`src/rtl/busdiv_pkg.sv`:
```
package busdiv_pkg;
  localparam int LADDER_LEN = 6;
  localparam int IDX_W      = 3;
  localparam int BDIV_W     = 4;
  localparam int RATIO_W    = 2;
  localparam int PDIV_W     = BDIV_W + 1;

  typedef enum logic [2:0] {
    ST_IDLE,
    ST_BUS_GO,
    ST_BUS_WAIT,
    ST_PER_GO,
    ST_PER_WAIT,
    ST_FIX
  } calc_state_t;

  // Sparse divisor ladder: 5 and 7 are left out on purpose.
  function automatic logic [BDIV_W-1:0] ladder_step(input int unsigned pos);
    case (pos)
      0:       ladder_step = 4'd1;
      1:       ladder_step = 4'd2;
      2:       ladder_step = 4'd3;
      3:       ladder_step = 4'd4;
      4:       ladder_step = 4'd6;
      default: ladder_step = 4'd8;
    endcase
  endfunction
endpackage

```
`src/rtl/busdiv_divider.sv`:
```
module busdiv_divider #(
  parameter int W = 32
) (
  input  logic         clk,
  input  logic         rst_n,
  input  logic         go,
  input  logic [W-1:0] dividend,
  input  logic [W-1:0] divisor,
  output logic         done,
  output logic [W-1:0] quotient
);
  localparam int CNT_W = $clog2(W + 1);

  logic [W-1:0]     rem_q;
  logic [W-1:0]     quo_q;
  logic [W-1:0]     dvs_q;
  logic [CNT_W-1:0] cnt_q;
  logic [W:0]       shifted;
  logic             fits;

  assign shifted  = {rem_q, quo_q[W-1]};
  assign fits     = shifted >= {1'b0, dvs_q};
  assign quotient = quo_q;

  always_ff @(posedge clk or negedge rst_n) begin
    if (!rst_n) begin
      rem_q <= '0;
      quo_q <= '0;
      dvs_q <= '0;
      cnt_q <= '0;
      done  <= 1'b0;
    end else begin
      done <= 1'b0;
      if (go) begin
        rem_q <= '0;
        quo_q <= dividend;
        dvs_q <= divisor;
        cnt_q <= CNT_W'(W);
      end else if (cnt_q != '0) begin
        if (fits) begin
          rem_q <= W'(shifted - {1'b0, dvs_q});
          quo_q <= {quo_q[W-2:0], 1'b1};
        end else begin
          rem_q <= shifted[W-1:0];
          quo_q <= {quo_q[W-2:0], 1'b0};
        end
        cnt_q <= cnt_q - 1'b1;
        done  <= (cnt_q == CNT_W'(1));
      end
    end
  end
endmodule

```
`src/rtl/busdiv_ladder.sv`:
```
module busdiv_ladder
  import busdiv_pkg::*;
(
  input  logic [IDX_W-1:0]  idx,
  output logic [BDIV_W-1:0] step,
  output logic              last
);
  logic [BDIV_W-1:0] table_w [LADDER_LEN];

  for (genvar g = 0; g < LADDER_LEN; g++) begin : g_rung
    assign table_w[g] = ladder_step(g);
  end

  always_comb begin
    step = table_w[LADDER_LEN-1];
    for (int i = 0; i < LADDER_LEN; i++) begin
      if (idx == IDX_W'(i)) step = table_w[i];
    end
  end

  assign last = (idx == IDX_W'(LADDER_LEN - 1));
endmodule

```
`src/rtl/busdiv_accept.sv`:
```
module busdiv_accept #(
  parameter int W      = 32,
  parameter int TOL_HZ = 1000
) (
  input  logic [W-1:0] cand_hz,
  input  logic [W-1:0] ceil_hz,
  output logic         ok
);
  logic [W-1:0] excess;

  assign excess = cand_hz - ceil_hz;
  assign ok     = (cand_hz <= ceil_hz) || (excess <= W'(TOL_HZ));
endmodule

```
`src/rtl/busdiv_calc.sv`:
```
module busdiv_calc
  import busdiv_pkg::*;
#(
  parameter int HZ_W   = 32,
  parameter int TOL_HZ = 1000
) (
  input  logic              clk,
  input  logic              rst_n,
  input  logic              start,
  input  logic [HZ_W-1:0]   core_hz,
  input  logic [HZ_W-1:0]   cpu_req_hz,
  input  logic [HZ_W-1:0]   bus_lim_hz,
  input  logic [HZ_W-1:0]   per_lim_hz,
  output logic              busy,
  output logic              done,
  output logic              invalid,
  output logic              dvs,
  output logic [BDIV_W-1:0] bus_div,
  output logic [PDIV_W-1:0] per_div,
  output logic [HZ_W-1:0]   cpu_hz
);
  function automatic logic [HZ_W-1:0] hz_min(input logic [HZ_W-1:0] a, input logic [HZ_W-1:0] b);
    hz_min = (a < b) ? a : b;
  endfunction

  function automatic logic [HZ_W-1:0] hz_max(input logic [HZ_W-1:0] a, input logic [HZ_W-1:0] b);
    hz_max = (a > b) ? a : b;
  endfunction

  function automatic logic [PDIV_W-1:0] scale_div(input logic [RATIO_W-1:0] r, input logic [BDIV_W-1:0] d);
    scale_div = (r == RATIO_W'(2)) ? {d, 1'b0} : {1'b0, d};
  endfunction

  calc_state_t       state_q;
  logic [HZ_W-1:0]   core_q, cpu_q, lim_q, plim_q, hclk_q;
  logic [IDX_W-1:0]  idx_q;
  logic [BDIV_W-1:0] hdiv_q;
  logic [RATIO_W-1:0] ratio_q;

  // Named internal events, used by the bound checker.
  logic              take_start, div_go, div_done, cand_ok, ladder_end, finish;
  logic [HZ_W-1:0]   div_num, div_den, div_quo;
  logic [BDIV_W-1:0] rung;
  logic [HZ_W-1:0]   cpu_clamped, cpu_fixed;
  logic              want_dvs;
  logic [RATIO_W:0]  ratio_next;

  assign busy       = (state_q != ST_IDLE);
  assign take_start = start && !busy;
  assign div_go     = (state_q == ST_BUS_GO) || (state_q == ST_PER_GO);
  assign div_num    = (state_q == ST_PER_GO) ? hclk_q : core_q;
  assign div_den    = (state_q == ST_PER_GO) ? HZ_W'(ratio_q) : HZ_W'(rung);
  assign cpu_clamped = hz_min(cpu_req_hz, core_hz);
  assign cpu_fixed  = hz_max(cpu_q, hclk_q);
  assign want_dvs   = cpu_fixed < core_q;
  assign ratio_next = (div_quo > plim_q) ? ({1'b0, ratio_q} + 1'b1) : {1'b0, ratio_q};
  assign finish     = (state_q == ST_FIX)
                   || (state_q == ST_BUS_WAIT && div_done && !cand_ok && ladder_end)
                   || (state_q == ST_PER_WAIT && div_done && ratio_next > 3'd2);

  busdiv_divider #(.W(HZ_W)) u_div (
    .clk      (clk),
    .rst_n    (rst_n),
    .go       (div_go),
    .dividend (div_num),
    .divisor  (div_den),
    .done     (div_done),
    .quotient (div_quo)
  );

  busdiv_ladder u_ladder (
    .idx  (idx_q),
    .step (rung),
    .last (ladder_end)
  );

  busdiv_accept #(.W(HZ_W), .TOL_HZ(TOL_HZ)) u_accept (
    .cand_hz (div_quo),
    .ceil_hz (lim_q),
    .ok      (cand_ok)
  );

  always_ff @(posedge clk or negedge rst_n) begin
    if (!rst_n) begin
      state_q <= ST_IDLE;
      core_q  <= '0;
      cpu_q   <= '0;
      lim_q   <= '0;
      plim_q  <= '0;
      hclk_q  <= '0;
      idx_q   <= '0;
      hdiv_q  <= '0;
      ratio_q <= '0;
      done    <= 1'b0;
      invalid <= 1'b0;
      dvs     <= 1'b0;
      bus_div <= '0;
      per_div <= '0;
      cpu_hz  <= '0;
    end else begin
      case (state_q)
        ST_IDLE: if (take_start) begin
          core_q  <= core_hz;
          cpu_q   <= cpu_clamped;
          plim_q  <= per_lim_hz;
          lim_q   <= (cpu_clamped < core_hz && cpu_clamped < bus_lim_hz) ? cpu_clamped : bus_lim_hz;
          idx_q   <= '0;
          done    <= 1'b0;
          state_q <= ST_BUS_GO;
        end
        ST_BUS_GO: state_q <= ST_BUS_WAIT;
        ST_BUS_WAIT: if (div_done) begin
          if (cand_ok) begin
            hclk_q  <= div_quo;
            hdiv_q  <= rung;
            ratio_q <= (div_quo > plim_q) ? RATIO_W'(2) : RATIO_W'(1);
            state_q <= ST_PER_GO;
          end else if (!ladder_end) begin
            idx_q   <= idx_q + 1'b1;
            state_q <= ST_BUS_GO;
          end
        end
        ST_PER_GO: state_q <= ST_PER_WAIT;
        ST_PER_WAIT: if (div_done && ratio_next <= 3'd2) begin
          ratio_q <= ratio_next[RATIO_W-1:0];
          state_q <= ST_FIX;
        end
        default: ;
      endcase

      if (finish) begin
        state_q <= ST_IDLE;
        done    <= 1'b1;
        if (state_q == ST_FIX) begin
          invalid <= 1'b0;
          dvs     <= want_dvs;
          bus_div <= hdiv_q;
          per_div <= scale_div(ratio_q, hdiv_q);
          cpu_hz  <= want_dvs ? hclk_q : cpu_fixed;
        end else begin
          invalid <= 1'b1;
          dvs     <= 1'b0;
          bus_div <= '0;
          per_div <= '0;
          cpu_hz  <= '0;
        end
      end
    end
  end
endmodule

```
`config.mk`:
```
export PLATFORM = sky130hd
export DESIGN_NAME = busdiv_calc
export DESIGN_NICKNAME = d
export VERILOG_FILES = /design/src/rtl/busdiv_pkg.sv /design/src/rtl/busdiv_divider.sv /design/src/rtl/busdiv_ladder.sv /design/src/rtl/busdiv_accept.sv /design/src/rtl/busdiv_calc.sv
export SDC_FILE = /design/constraint.sdc
export NUM_CORES = 1
export LEC_CHECK = 0
export BUFFER_PORTS_ARGS = -buffer_cell sky130_fd_sc_hd__buf_2
export CAP_MARGIN = 20
export CORE_MARGIN = 1.5
export CORE_UTILIZATION = 56
export CTS_CLUSTER_DIAMETER = 60
export DETAILED_ROUTE_END_ITERATION = 8
export PLACE_DENSITY = 0.75
export SLEW_MARGIN = 20
export SYNTH_ARGS = -nofsm -noshare
export SYNTH_HDL_FRONTEND = slang
export SYNTH_HIERARCHICAL = 1
export SYNTH_SLANG_ARGS = --single-unit
export TNS_END_PERCENT = 5
```
`constraint.sdc`:
```
create_clock -name clk -period 4.65 [get_ports clk]
set_input_delay 0.465 -clock clk [delete_from_list [all_inputs] [get_ports clk]]
set_output_delay 0.465 -clock clk [all_outputs]
set_load 0.05 [all_outputs]
```
After elaboration in Yosys (flattened, before gate mapping):

Index checks and enable logic that the tools add are counted.

* eq/ne operators: 22
* add/subtract/negate cells: 5
* reductions and logical operators: 30
* $lt $le $gt $ge: 11
* multiplexer cells: 49

Operator list (number)
* $mux W32: 11
* $lt A32 B32 Y1: 4
* $gt A32 B32 Y1: 2
* $sub A32 B32 Y32: 2
* $ge A33 B32 Y1: 1
* $mux W3: 11
* $le A32 B10 Y1 const B: 1
* $le A32 B32 Y1: 1
* $mux W4: 8
* $pmux W3 S5: 1
* $eq A3 B2 Y1 const B: 4
* $eq A3 B3 Y1 const B: 4
* $mux W6: 2
* $reduce_bool A6 Y1: 2
* $mux W5: 2
* $reduce_and A5 Y1: 2
* $reduce_bool A2 Y1: 5
* $logic_and A1 B1 Y1: 8
* $mux W1: 8
* $mux W2: 4
* $ne A2 B2 Y1 const B: 4
* $eq A3 B1 Y1 const B: 2
* $eq A6 B1 Y1 const B: 1
* $logic_not A3 Y1: 2
* other kinds (18): 25

* flip-flop bits (word level): 319
* output and inout bits: 45
* word-level logic and storage cells: 137
* input port bits: 131

Longest topological paths before layout:

Gate-level depths: netlist of the first run.

* depth after elaboration: 10
* gate-level depth with buffers: 20
* gate-level depth less buffers: 18

Modules after synthesis:

Netlist of the first run, hierarchy kept.

By module, submodules not included
* busdiv_calc: times used 1, cells each 1625, sequential area each 5405.2 um^2, area an instance 14971.9 um^2
* busdiv_divider: times used 1, cells each 735, sequential area each 2577.5 um^2, area an instance 6595.1 um^2
* busdiv_accept: times used 1, cells each 318, sequential area each 0.0 um^2, area an instance 2074.5 um^2
* busdiv_ladder: times used 1, cells each 9, sequential area each 0.0 um^2, area an instance 58.8 um^2

Least setup slack after synthesis of the first run:

No wires, ideal clock.

* path type: input to register
* start point: input port core_hz[25]
* end point: register lim_q[10]
* slack: -0.020 ns
* data arrival time: 4.568 ns
* buffers on the path: 2
* data required time: 4.549 ns
* setup time: 0.101 ns
* stages on the path: 19
* cells stage by stage: inv_1 ha_1 a21o_1 a221o_1 a221oi_1 o21ai_1 nor2_1 buf_2 mux2_2 ha_1 a21o_1 a21o_1 a2111oi_0 o21ai_0 a22oi_1 o2111a_1 clkbuf_1 nand4_1 o311ai_2

* word-level cells in the longest chain between the ends: 5
* elaborated cells between the ends (all ways): 6
* classes of those cells: order compare: 3; mux: 2; reduce/logical: 1

RTL lines
* from (decl): line busdiv_calc.sv:10 `input logic [HZ_W-1:0] core_hz,`
* $lt A32 B32 Y1 *: line busdiv_calc.sv:23 `hz_min = (a < b) ? a : b;`
* $mux W32 *: line busdiv_calc.sv:23
* net cpu_clamped[17]: line busdiv_calc.sv:44 `logic [HZ_W-1:0] cpu_clamped, cpu_fixed;`
* $lt A32 B32 Y1: line busdiv_calc.sv:106 `lim_q <= (cpu_clamped < core_hz && cpu_clamped < bus_lim_hz) ? cpu_clamped : bus_lim_hz;`
* $logic_and A1 B1 Y1 *: line busdiv_calc.sv:106
* $mux W32 *: line busdiv_calc.sv:106
* to (signal assigned): line busdiv_calc.sv:106
* to (decl): line busdiv_calc.sv:35 `logic [HZ_W-1:0] core_q, cpu_q, lim_q, plim_q, hclk_q;`

Mark *: on every way through the listed nets, which the timed path passes. The rest lies on a longest branch.
A chain may end at the register's enable or synchronous reset.

Worst setup path in the final report of the first run:

* start point: register hclk_q[22]
* end point: register cpu_hz[13]

* word-level cells in the longest chain between the ends: 5

RTL lines
* from (decl): line busdiv_calc.sv:35
* from (signal assigned): line busdiv_calc.sv:114 `hclk_q <= div_quo;`
* $gt A32 B32 Y1: line busdiv_calc.sv:27 `hz_max = (a > b) ? a : b;`
* $mux W32 *: line busdiv_calc.sv:27
* $lt A32 B32 Y1: line busdiv_calc.sv:55 `assign want_dvs = cpu_fixed < core_q;`
* $mux W32 *: line busdiv_calc.sv:139 `cpu_hz <= want_dvs ? hclk_q : cpu_fixed;`
* $mux W32 *: line busdiv_calc.sv:134 `if (state_q == ST_FIX) begin`
* to (signal assigned): line busdiv_calc.sv:139
* to (decl): line busdiv_calc.sv:20 `output logic [HZ_W-1:0] cpu_hz`

Every way passes the cells marked *; elsewhere a longest branch is shown, timed or not.

==> flow_summary.ini, run 1 <==
[die]
core_area_um2 = 41900
die_width_um = 209
die_h_um = 209
start_util = 0.566
row_count = 75
fp.dieArea_um2 = 43600
io_pins = 176

[outcome]
status = complete, but fails checks
violations = setup timing

[logic_synthesis]
synth_top_area_frac = 0.337
synthesis.area_um2 = 23700
ys.flop_type = dfrtp_1
ys_ff_latch = 319
yosys_warnings = 6
synth-async-reset-ratio = 1.00
postSynthAreaPerCell_um2 = 8.82
synth_top_area_cell = dfrtp_1
synth_seq_area_share = 0.337
synthCells = 2687
synth_edf_count = 0
synth.area.top_cells = dfrtp_1, ha_1, nand2_1, mux2_2, o21ai_0
yosysUniqueCellTypes = 99

[layout]
drive_above_1_share = 0.271
final_nets = 3510
area_growth_pct = 24.5
fin_util = 0.705

[sta]
finalMaxSlewViolations = 0
period_minus_slack_ns = 4.71
setup_viol_count_final = 27
rsz0062_at_grt = yes
fmax_mhz = 212
skew_ns = 0.0278
max-slew-margin-rel = 0.324
finalCritPeriodShare = 1.01
worst_slew_pin_slew_ns = 1.01
setup_slack_ns = -0.0559
finalHoldViolations = 0

[detailed_routing]
routed_wl_mm = 79.2
avgViaCountPerCell = 6.21
drc = 0
vias = 22900
wl_per_cell_um = 21.5
first_pass_iters = 6
ant_nets = 0
drtIter0Drc = 2682

[clocking]
tritoncts = done
cts.path.max_buffers = 3
h-tree-depth = 2
root_buffer = clkbuf_16
clk_pin_slew_ns = 0.06
cts.sinks = 319
cts_buffers = 37
clk_latency_ns = 0.58

[global_routing]
antenna_found_initial = 0
track_usage = 0.350
grt_max_degree = 101
grt_pass1_wl_mm = 121
grt.overflow.total = 0
grt_pass1_vias = 22000

[power_and_ir_drop]
max-vdd-ir-drop_uv = 382
total_power_uw = 24100
p_int_uw = 12700
p_sw_frac = 0.475
p_leak_uw = 0.0144
pwr-share-comb = 0.669
power_switching_uw = 11500
seq_power_share = 0.210
power_density_nw_per_um2 = 818
clockPowerShare = 0.122

[setup_path]
critPathArrivalTime_ns = 5.17
crit_fanout = 8
r2r_slack_ns = -0.06
cp_num_buf_inv = 5
end_kind = flip-flop
cp_top_family = compound AO/OA/AOI/OAI gates
start_kind = flip-flop
max_stage_delay_ns = 0.36
critical_path_cell_count = 20
crit_slowest_cell = dfrtp_1
crit_chain = inv_1 > ha_4 > and4_4 > buf_4 > nand4_1 > a21oi_2 > nor3_4 > a22oi_2 > buf_6 > buf_4 > mux2_2 > ha_1 > a21o_1 > a21oi_2 > o21ai_1 > a31o_2 > a211o_4 > or2_4 > clkbuf_16 > o311ai_1
critPathKind = reg2reg
reg2reg_depth = 20
crit_required_ns = 5.11

[place]
port-buffer-count = 175
hpwlAfterDp_mm = 59.6
gp_congestion = 1.01

[hold_path]
whs_path_depth = 3
holdCritPathClass = in2reg

[run]
maxCapViolCount = 0
==> layer usage <==
| metal | GRT usage | share of wire | up-vias |
|---|---|---|---|
| met5 | 0 | 0 | - |
| li1 | - | - | 10600 |
| met1 | 0.512 | 0.45 | 11100 |
| met4 | 0.108 | 0.030 | 0 |
| met2 | 0.519 | 0.43 | 1075 |
| met3 | 0.0706 | 0.094 | 164 |
==> repair_timing <==
item / in CTS / in global routing
endpoints found under the setup margin: 44 / 115
gates cloned: 0 / 5
hold buffers: 1 / 0
resized for setup: 25 / 111
hold endpoints to repair: 66 / 0
buffers inserted: 4 / 12
pin swaps: 9 / 33
==> worst register-to-register path: cells and delay by family (launching register included) <==
family                     cells  cell delay (ns)
muxes                          1             0.36
DFF                            1             0.36
adders and majority gates      2             0.59
and+or+nand+nor                4             0.78
buffers and inverters          5             0.68
AOI/OAI and AO/OA              8             1.80
==> worst paths after layout <==
| path | start | endpoint |
|---|---|---|
| max | hclk_q[22] | cpu_hz[13] |
| min | per_lim_hz[15] | plim_q[15] |
| max reg2reg | hclk_q[22] | cpu_hz[13] |
| min reg2reg | done | done |
| max in group asynchronous | rst_n | ratio_q[1] |
| min in group asynchronous | rst_n | u_div/quotient[9] |
==> cell usage in the layout (no fill, tap or decap), drive strengths merged, types with 9 or more instances in the layout <==
cell,Yosys,final
nor2b,15,15
or3,10,10
a211oi,34,34
o21bai,11,11
nor4,14,14
and4,11,11
o211ai,40,40
and2,14,14
nor3,39,39
a21o,47,47
nor2,93,93
o22ai,15,15
conb,1,28
buf,34,509
dfrtp,319,319
xor2,12,12
o311ai,67,67
inv,254,257
clkbuf,113,55
nand3,36,36
clkinv,0,9
nand2b,21,21
mux2,102,102
o2bb2ai,10,10
o21a,29,29
a31oi,25,25
nand2,377,377
a2111oi,11,11
mux2i,58,58
nand4,111,111
xnor2,24,24
ha,258,258
o21ai,231,231
and3,27,27
a21oi,127,127
==> stage by stage <==
step	cells	cell area, um^2	hold slack (ns)	TNS (ns)	setup slack, ns
6_report	3688	29500	0.0956	-0.614	-0.0559
5_1_grt	3687	29500	0.0996	-4.96	-0.180
4_1_cts	3670	28700	0.0810	-0.000850	-0.000684
3_5_place_dp	3598	27300	0.467	-16.17	-0.370
3_3_place_gp	3598	27300	0.462	-11.57	-0.235
2_1_floorplan	2714	23800	0.169	-0.584	-0.0196
==> cells in the mapped netlist, types with 25 or more instances <==
cell      number
nand3_1       35
o311ai_2      30
a31oi_1       25
a21o_1        47
nor2_1        93
mux2_2       102
dfrtp_1      319
a21oi_1      124
a211oi_1      30
clkbuf_1     113
o311ai_1      34
mux2i_1       58
o21a_1        27
ha_1         258
and3_1        26
o21ai_0      214
inv_1        254
nor3_1        38
o211ai_1      40
nand2_1      377
nand4_1      110
==> area by class of cell <==
type                       count  area, um^2
inverter                     254         953
tap                          539         674
fill                        3225       12300
multi-input combinational   1994       15000
clock inverter                16         165
sequential                   319        7990
antenna                        1        2.50
clock buffer                  51        1040
timing repair buffer         514        3710
==> cell families (layout without fill, tap and decap cells) <==
family,Yosys count,after routing,synth area share
buffers and inverters,401,835,0.0667
other,1,29,0.000158
DFF,319,319,0.337
adders and majority gates,259,259,0.137
AOI/OAI and AO/OA,727,727,0.216
xor gates and xnor gates,36,36,0.0133
and+or+nand+nor,784,784,0.157
muxes,160,160,0.0730
==> power groups by stage <==
stage,Sequential [uW],Clock [uW],Combinational (uW)
after CTS,4970,2970,14600
after detailed placement,4990,0,14300
after floorplan,5000,0,9540
after global routing,5160,3050,17400
after global placement,4930,0,13900
final,5060,2940,16100
Power figures use the tool's default switching activity.
==> run 2: changes to the inputs <==
Settings changed: REMOVE_ABC_BUFFERS from default to 1.
==> run 2 against run 1 <==
Net effect: the flow still finishes with violations (setup timing); combinational power increased by 4%; total power increased by 3.4%; sequential share of layout area decreased by 0.59 points; critical path type unchanged.
==> flow_summary.ini, run 2 (synthesized netlist as in run 1, its figures left out) <==
[detailed_routing]
ant_nets = 0
vias = 23500
routed_wl_mm = 83.5
wl_per_cell_um = 22.3
drtIter0Drc = 2293
avgViaCountPerCell = 6.27
drc = 0
first_pass_iters = 9

[sta]
fmax_mhz = 203
finalCritPeriodShare = 1.06
period_minus_slack_ns = 4.92
finalHoldViolations = 0
rsz0062_at_grt = yes
setup_viol_count_final = 40
finalMaxSlewViolations = 0
skew_ns = 0.0193
setup_slack_ns = -0.274
worst_slew_pin_slew_ns = 1.06
max-slew-margin-rel = 0.294
fin_tns_setup_ns = -6.59

[global_routing]
grt_max_degree = 114
grtUsageMet3 = 0.0675
track_usage = 0.374
grt_pass1_vias = 23300
met2_usage = 0.610
grt.overflow.total = 0
use_met1 = 0.494
grt_pass1_wl_mm = 129
top_usage_layer = met2
antenna_found_initial = 0

[run]
maxCapViolCount = 0

[layout]
fillers = 3157
antenna_cells = 0
final_nets = 3566
drive_above_1_share = 0.286
layout_common_cells = nand2_1, buf_4, dfrtp_1
final_common_cell = nand2_1
instances_no_fill = 3742
area_growth_pct = 27.3

[clocking]
h-tree-depth = 2
cts_buffers = 39
cts.path.max_buffers = 3
cts.sinks = 319
tritoncts = done
clk_pin_slew_ns = 0.06
clk_latency_ns = 0.57
root_buffer = clkbuf_16

[die]
die_width_um = 209
fp.dieArea_um2 = 43600
io_pins = 176
core_area_um2 = 41900
die_h_um = 209
row_count = 75
start_util = 0.566

[setup_path]
crit_chain = inv_1 > ha_1 > buf_4 > a21oi_1 > o21a_1 > o22ai_2 > o31ai_2 > a22oi_2 > buf_4 > buf_12 > mux2_4 > ha_4 > a21o_1 > a21o_1 > a211o_1 > a21oi_2 > o21ai_2 > a211o_1 > buf_6 > buf_8 > o211ai_1 > o311ai_2
crit_fanout = 9
critPathKind = reg2reg
crit_slowest_cell = dfrtp_1
end_kind = flip-flop
max_stage_delay_ns = 0.37
crit_required_ns = 5.05
start_kind = flip-flop
critPathArrivalTime_ns = 5.33

[place]
gp_congestion = 0.960
port-buffer-count = 175
dpl.cell_count = 3652
hpwlAfterDp_mm = 60.9

[outcome]
status = complete, but fails checks
violations = setup timing

[hold_path]
holdCritPathClass = in2reg

[power_and_ir_drop]
max-vdd-ir-drop_uv = 443
power_density_nw_per_um2 = 827
p_leak_uw = 0.0147
## run 2: cell types whose count changed in the layout (fill, tap and decap cells not counted), moves of 3 or more
cell and delta:
buf_12 +4, buf_4 +50, clkbuf_1 -3, ha_1 -3, ha_4 +4, inv_1 +5, inv_2 -5, o311ai_2 +3
## run 2: metal layers
metal | share of wire | up-vias
li1 | - | 10700
met1 | 0.41 | 11400
met2 | 0.46 | 1135
met3 | 0.084 | 251
met4 | 0.045 | 0
met5 | 0 | -
## run 2: path summary, 6_finish.rpt
path	start	endpoint	slack, ns	cells after the start
max reg2reg	hclk_q[11]	cpu_hz[17]	-0.27	22
min reg2reg	per_div[4]	per_div[4]	0.49	1
max	hclk_q[11]	cpu_hz[17]	-0.27	22
max in group asynchronous	rst_n	u_div/quotient[5]	3.01	3
min	per_lim_hz[6]	plim_q[6]	0.1	3
min in group asynchronous	rst_n	plim_q[26]	0.49	2
## run 2: through the flow
| stage | total power, uW | hold WS, ns | cell area, um^2 | setup slack [ns] | utilization |
|---|---|---|---|---|---|
| floorplan | 14400 | 0.169 | 23200 | -4.42 | - |
| global placement | 19200 | 0.459 | 27800 | -0.736 | 0.663 |
| detailed placement | 19700 | 0.472 | 27800 | -0.873 | 0.663 |
| CTS | 23500 | 0.0930 | 29400 | -0.111 | 0.703 |
| global route | 26500 | 0.0978 | 30200 | -0.382 | 0.721 |
| finish | 25000 | 0.0974 | 30200 | -0.274 | 0.721 |
## run 2: layout make-up
cell class	instances	area, um^2	share of cell area
Timing Repair Buffer	568	4150	0.138
Tap cell	539	674	0.0224
Multi-Input combinational cell	1994	15100	0.501
Clock inverter	17	180	0.00597
Inverter	254	953	0.0316
Clock buffer	51	1110	0.0369
Sequential cell	319	7990	0.265
## run 2: power breakdown
part | internal [uW] | switching [uW]
Clock | 1860 | 1280
Combinational | 7280 | 9510
Sequential | 4030 | 1010
## run 2: worst max-delay path, delay by kind of cell, from the launching register on
family / cells / cell delay, ns
buffers and inverters: 6 / 0.82
AOI/OAI and AO/OA: 13 / 2.70
muxes: 1 / 0.32
DFF: 1 / 0.37
adders and majority gates: 2 / 0.52
## run 2: repair_timing
item | CTS | global route
resized for setup | 58 | 110
pin swaps | 27 | 28
buffers inserted | 9 | 11
hold buffers | 1 | 0
setup endpoints to repair | 65 | 115
gates cloned | 2 | 2
endpoints found under the hold margin | 14 | 0
